### src/rtl/ext_irq_pkg.sv
package ext_irq_pkg;
  typedef enum logic [1:0] {
    SNS_LOW  = 2'b00,
    SNS_ANY  = 2'b01,
    SNS_FALL = 2'b10,
    SNS_RISE = 2'b11
  } sense_e;

  localparam int SRC_INT0 = 0;
  localparam int SRC_G0   = 1;
  localparam int SRC_G1   = 2;
  localparam int NSRC     = 3;
endpackage

### src/rtl/ext_irq_sync.sv
module ext_irq_sync #(
  parameter int W = 1
) (
  input  logic         clk,
  input  logic         rst,
  input  logic [W-1:0] d,
  output logic [W-1:0] cur,
  output logic [W-1:0] prev
);
  logic [W-1:0] s1;

  // reset loads live levels so steady pins produce no event after reset
  always_ff @(posedge clk) begin
    if (rst) begin
      s1   <= d;
      cur  <= d;
      prev <= d;
    end else begin
      s1   <= d;
      cur  <= s1;
      prev <= cur;
    end
  end
endmodule

### src/rtl/ext_irq_pcgroup.sv
module ext_irq_pcgroup #(
  parameter int W = 8
) (
  input  logic         clk,
  input  logic         rst,
  input  logic         io_run,
  input  logic [W-1:0] raw,
  input  logic [W-1:0] cur,
  input  logic [W-1:0] prev,
  input  logic [W-1:0] mask,
  input  logic         en,
  output logic         hit,
  output logic         wake
);
  logic [W-1:0] snap;

  always_ff @(posedge clk) begin
    if (rst)         snap <= raw;
    else if (io_run) snap <= raw;
  end

  // flag may set with the group disabled; wake only when enabled
  assign hit  = |((cur ^ prev) & mask);
  assign wake = en & (|((raw ^ snap) & mask));
endmodule

### src/rtl/ext_irq_int0.sv
module ext_irq_int0
  import ext_irq_pkg::*;
(
  input  logic       raw,
  input  logic       cur,
  input  logic       prev,
  input  logic [1:0] sense,
  input  logic       en,
  input  logic       io_run,
  output logic       hit,
  output logic       lvl,
  output logic       wake
);
  logic rise, fall, is_low;

  assign rise   = cur & ~prev;
  assign fall   = ~cur & prev;
  assign is_low = (sense_e'(sense) == SNS_LOW);

  always_comb begin
    unique case (sense_e'(sense))
      SNS_ANY:  hit = rise | fall;
      SNS_FALL: hit = fall;
      SNS_RISE: hit = rise;
      default:  hit = 1'b0;
    endcase
    hit = hit & io_run;
  end

  assign lvl  = en & is_low & ~cur;
  assign wake = en & is_low & ~raw;
endmodule

### src/rtl/ext_irq_flag.sv
module ext_irq_flag (
  input  logic clk,
  input  logic rst,
  input  logic set,
  input  logic clr,
  output logic flag,
  output logic flag_nx
);
  // a new event outranks a clear in the same cycle
  assign flag_nx = set | (flag & ~clr);

  always_ff @(posedge clk) begin
    if (rst) flag <= 1'b0;
    else     flag <= flag_nx;
  end
endmodule

### src/rtl/ext_irq_unit.sv
module ext_irq_unit
  import ext_irq_pkg::*;
#(
  parameter int G0_W = 8,
  parameter int G1_W = 4,
  localparam int NPIN = G0_W + G1_W
) (
  input  logic            clk,
  input  logic            rst,
  input  logic            int0_pin,
  input  logic [1:0]      int0_sense,
  input  logic            int0_en,
  input  logic [NPIN-1:0] pc_pins,
  input  logic [G0_W-1:0] mask_g0,
  input  logic [G1_W-1:0] mask_g1,
  input  logic            pcg0_en,
  input  logic            pcg1_en,
  input  logic [2:0]      flag_clr,
  input  logic [2:0]      irq_ack,
  input  logic            io_clk_run,
  output logic            int0_flag,
  output logic            pcg0_flag,
  output logic            pcg1_flag,
  output logic            int0_req,
  output logic            pcg0_req,
  output logic            pcg1_req,
  output logic            wake
);
  logic [NPIN-1:0] pc_cur, pc_prev;
  logic            i0_cur, i0_prev;
  logic [NSRC-1:0] src_set, src_flag, src_nx, src_en;
  logic            i0_lvl, i0_wake, g0_wake, g1_wake;

  ext_irq_sync #(.W(NPIN)) u_pc_sync (
    .clk(clk), .rst(rst), .d(pc_pins), .cur(pc_cur), .prev(pc_prev)
  );

  ext_irq_sync #(.W(1)) u_i0_sync (
    .clk(clk), .rst(rst), .d(int0_pin), .cur(i0_cur), .prev(i0_prev)
  );

  ext_irq_int0 u_i0 (
    .raw(int0_pin), .cur(i0_cur), .prev(i0_prev), .sense(int0_sense),
    .en(int0_en), .io_run(io_clk_run),
    .hit(src_set[SRC_INT0]), .lvl(i0_lvl), .wake(i0_wake)
  );

  ext_irq_pcgroup #(.W(G0_W)) u_g0 (
    .clk(clk), .rst(rst), .io_run(io_clk_run),
    .raw(pc_pins[G0_W-1:0]), .cur(pc_cur[G0_W-1:0]), .prev(pc_prev[G0_W-1:0]),
    .mask(mask_g0), .en(pcg0_en), .hit(src_set[SRC_G0]), .wake(g0_wake)
  );

  ext_irq_pcgroup #(.W(G1_W)) u_g1 (
    .clk(clk), .rst(rst), .io_run(io_clk_run),
    .raw(pc_pins[NPIN-1:G0_W]), .cur(pc_cur[NPIN-1:G0_W]), .prev(pc_prev[NPIN-1:G0_W]),
    .mask(mask_g1), .en(pcg1_en), .hit(src_set[SRC_G1]), .wake(g1_wake)
  );

  assign src_en = {pcg1_en, pcg0_en, int0_en};

  for (genvar k = 0; k < NSRC; k++) begin : g_flag
    ext_irq_flag u_flag (
      .clk(clk), .rst(rst), .set(src_set[k]), .clr(flag_clr[k] | irq_ack[k]),
      .flag(src_flag[k]), .flag_nx(src_nx[k])
    );
  end

  always_ff @(posedge clk) begin
    if (rst) begin
      int0_req <= 1'b0;
      pcg0_req <= 1'b0;
      pcg1_req <= 1'b0;
    end else begin
      int0_req <= (src_nx[SRC_INT0] & src_en[SRC_INT0]) | i0_lvl;
      pcg0_req <= src_nx[SRC_G0] & src_en[SRC_G0];
      pcg1_req <= src_nx[SRC_G1] & src_en[SRC_G1];
    end
  end

  assign int0_flag = src_flag[SRC_INT0];
  assign pcg0_flag = src_flag[SRC_G0];
  assign pcg1_flag = src_flag[SRC_G1];
  assign wake      = i0_wake | g0_wake | g1_wake;
endmodule

### config.mk
export PLATFORM = sky130hd
export DESIGN_NAME = ext_irq_unit
export DESIGN_NICKNAME = d
export VERILOG_FILES = /design/src/rtl/ext_irq_pkg.sv /design/src/rtl/ext_irq_sync.sv /design/src/rtl/ext_irq_pcgroup.sv /design/src/rtl/ext_irq_int0.sv /design/src/rtl/ext_irq_flag.sv /design/src/rtl/ext_irq_unit.sv
export SDC_FILE = /design/constraint.sdc
export NUM_CORES = 1
export LEC_CHECK = 0
export BUFFER_PORTS_ARGS = -buffer_cell sky130_fd_sc_hd__buf_2
export CAP_MARGIN = 5
export CORE_UTILIZATION = 48
export DETAILED_ROUTE_END_ITERATION = 10
export GPL_ROUTABILITY_DRIVEN = 0
export HOLD_SLACK_MARGIN = 0.08
export PLACE_DENSITY = 0.75
export SLEW_MARGIN = 10
export SYNTH_ARGS = -nofsm -noshare
export SYNTH_HDL_FRONTEND = slang
export SYNTH_SLANG_ARGS = --single-unit
### constraint.sdc
create_clock -name clk -period 2.73 [get_ports clk]
set_input_delay 0.546 -clock clk [delete_from_list [all_inputs] [get_ports clk]]
set_output_delay 0.546 -clock clk [all_outputs]
set_load 0.005 [all_outputs]
==> flow_metrics.env <==
export IMPL_status="completed"
export IMPL_startpoint_type="flop"
export IMPL_regArea_sq_um=1261
export IMPL_filler_cell_count=358
export IMPL_synth_area_sq_um=2021
export IMPL_crit_path_cell_trace="xor2_1, a22oi_1, nand4_1, a221o_1, buf_2"
export IMPL_h_tree_depth=3
export IMPL_post_synth_top_count_cell="dfxtp_1"
export IMPL_drive_gt1_share_pct=25.10
export IMPL_synth_compound_area_share_pct=13.62
export IMPL_cts_buffer_depth=2
export IMPL_die_x_um=66.88
export IMPL_dp_hpwl_mm=2.479
export IMPL_cp_max_fo=1
export IMPL_leakage_uw=0.001182
export IMPL_final_core_util_pct=61.71
export IMPL_max_stage_delay_ns=0.39
export IMPL_yosysSeqAreaShare_pct=62.41
export IMPL_grt_pass1_wl_mm=5.533
export IMPL_setup_violations=0
export IMPL_die_area_sq_um=4473
export IMPL_post_cts_buffers=0
export IMPL_clock_root_buffer="clkbuf_8"
export IMPL_synthCells=186
export IMPL_area_growth_pct=23.03
export IMPL_max_clock_freq_mhz=453.7
export IMPL_yosysWarnings=0
export IMPL_finalCriticalPeriod_ns=2.204
export IMPL_grt_max_degree=44
export IMPL_die_height_um=66.88
export IMPL_grt_total_usage_pct=18.21
export IMPL_drt_pass1_iterations=4
export IMPL_antenna_found_initial=0
export IMPL_hold_class="primary input to flop"
export IMPL_arrival_ns=1.66
export IMPL_clk_pin_slew_ns=0.06
export IMPL_cts_tree="built"
export IMPL_cts_buffers=9
export IMPL_path_buf_inv=1
export IMPL_synth_edf_count=12
export IMPL_nets=279
export IMPL_vdd_drop_max_v=0.0003803
export IMPL_yosys_cell_types_count=23
export IMPL_power_total_uw=1880
export IMPL_cts_sinks=57
export IMPL_synthMuxAreaShare_pct=0.5573
export IMPL_portBuffers=45
export IMPL_multi_input_area_sq_um=639.4
export IMPL_yosysTopAreaCell="dfxtp_1"
export IMPL_ctsResizeCount=0
export IMPL_fin_setup_tns_ns=0
export IMPL_yosys_area_share_adder_pct=1.238
export IMPL_overflow=0
export IMPL_fp_row_count=23
export IMPL_drc_errors=0
export IMPL_synthXorXnorAreaFrac_pct=10.40
export IMPL_synth_async_reset_ratio_pct=0
export IMPL_synth_area_leaders="dfxtp_1 45%, edfxtp_1 18%, xor2_1 10%"
export IMPL_dp_slack_ns=0.5662
export IMPL_grt_pass1_vias=1269
export IMPL_yosys_area_share_simple_pct=5.820
export IMPL_antenna_cells=0
export IMPL_hold_viol_final=0
export IMPL_hold_buffers=0
export IMPL_ant_nets=0
export IMPL_synth_common_cells="45 x dfxtp_1, 27 x inv_1, 26 x o21ai_0"
export IMPL_fin_worst_skew_ns=0.008371
export IMPL_critPathTopFamily="compound AO/OA/AOI/OAI gates"
export IMPL_crit_required_ns=2.18
export IMPL_post_route_period_util_pct=80.74
export IMPL_worst_slew_pin_slew_ns=0.3852
export IMPL_max_cap_viol_count=0
export IMPL_core_sq_um=4029
export IMPL_ios=46
export IMPL_start_util_pct=50.16
export IMPL_hold_worst_slack_ns=0.3544
export IMPL_synth_top_family_by_area="compound AO/OA/AOI/OAI gates"
export IMPL_synth_nets=227
export IMPL_vias=1368
export IMPL_ys_ff_latch=57
export IMPL_crit_path_end_kind="output port"
export IMPL_timing_final_ws_setup_ns=0.5259
export IMPL_drt_iter0_markers=78
export IMPL_syn_area_per_cell_sq_um=10.86
export IMPL_slew_headroom_pct=73.96
export IMPL_rsz0062_at_grt="false"
export IMPL_avgRoutedWirePerCell_um=11.94
export IMPL_synth_top_area_share_pct=44.58
export IMPL_cpMaxStageDelayCell="edfxtp_1"
export IMPL_ys_flop_type="dfxtp_1"
export IMPL_finalMaxSlewViolations=0
export IMPL_power_density_nw_per_um2=756.3
export IMPL_vias_per_cell=4.669
export IMPL_clk_latency_ns=0.33
export IMPL_wl_mm=3.497
export IMPL_crit_type="flop to output port"
[metal layers]
layer  global-route usage, %  vias up  routed length (um)
met2                   27.02       42                1640
met1                   20.82      594                1547
met3                   7.534        9                 209
li1                        -      723                   -
met4                   13.30        0                  99
met5                       0        -                   0
[cell type report]
type | count | share of cell area, %
sequential | 57 | 50.73
multi-input combinational | 97 | 25.72
timing repair buffer | 46 | 9.361
clock buffer | 13 | 5.989
inverter | 27 | 4.076
tap | 50 | 2.516
clock inverter | 3 | 1.610
[placed cells by master (no fill, tap or decap), drive strengths merged]
master  count
nor4b       1
a22oi      11
o21ai      26
mux2        1
a22o        1
a21oi       2
and2        2
dfxtp      45
nand2      14
inv        27
a41oi       1
bufinv      1
a221o       1
nand2b      1
nor2        5
or3         1
or2         1
xor2       24
edfxtp     12
buf        46
nand4       1
clkbuf     13
a222oi      2
ha          2
clkinv      2
[through the flow]
| stage | instance area, sq um | instances |
|---|---|---|
| 2_1_floorplan | 2021 | 186 |
| 3_3_place_gp | 2297 | 277 |
| 5_1_grt | 2486 | 293 |
| 4_1_cts | 2486 | 293 |
| 3_5_place_dp | 2297 | 277 |
| 6_report | 2486 | 293 |
[state kept, by name, indices dropped and copies added (netlist names), 3 cells and up]
register and cells:
u_pc_sync.s1 12, u_g0.snap 8, g_flag.u_flag.flag 3, u_pc_sync.cur 12
u_g1.snap 4, u_pc_sync.prev 12
[report_power, final]
group          internal, uW  leakage (uW)  switching (uW)  total (uW)
Sequential              929      0.000501            28.6         958
Combinational          84.4      0.000584            86.2         171
Clock                   444     0.0000974             308         752
[final timing paths]
path | end | slack, ns | depth (start not counted) | start
worst min-delay path | u_i0_sync.s1 | 0.35 | 1 | int0_pin
worst max register to register | int0_req | 1.18 | 6 | u_i0_sync.cur
worst min register to register | u_pc_sync.cur[5] | 0.43 | 2 | u_pc_sync.s1[5]
worst max-delay path | wake | 0.53 | 5 | u_g0.snap[5]
[cell families after synthesis]
logic type,after synthesis
DFF,57
AOI/OAI and AO/OA,44
buffers and inverters,32
and+or+nand+nor,26
xor gates and xnor gates,24
adders and majority gates,2
muxes,1
Note: power is estimated with default switching activity, not from simulation.
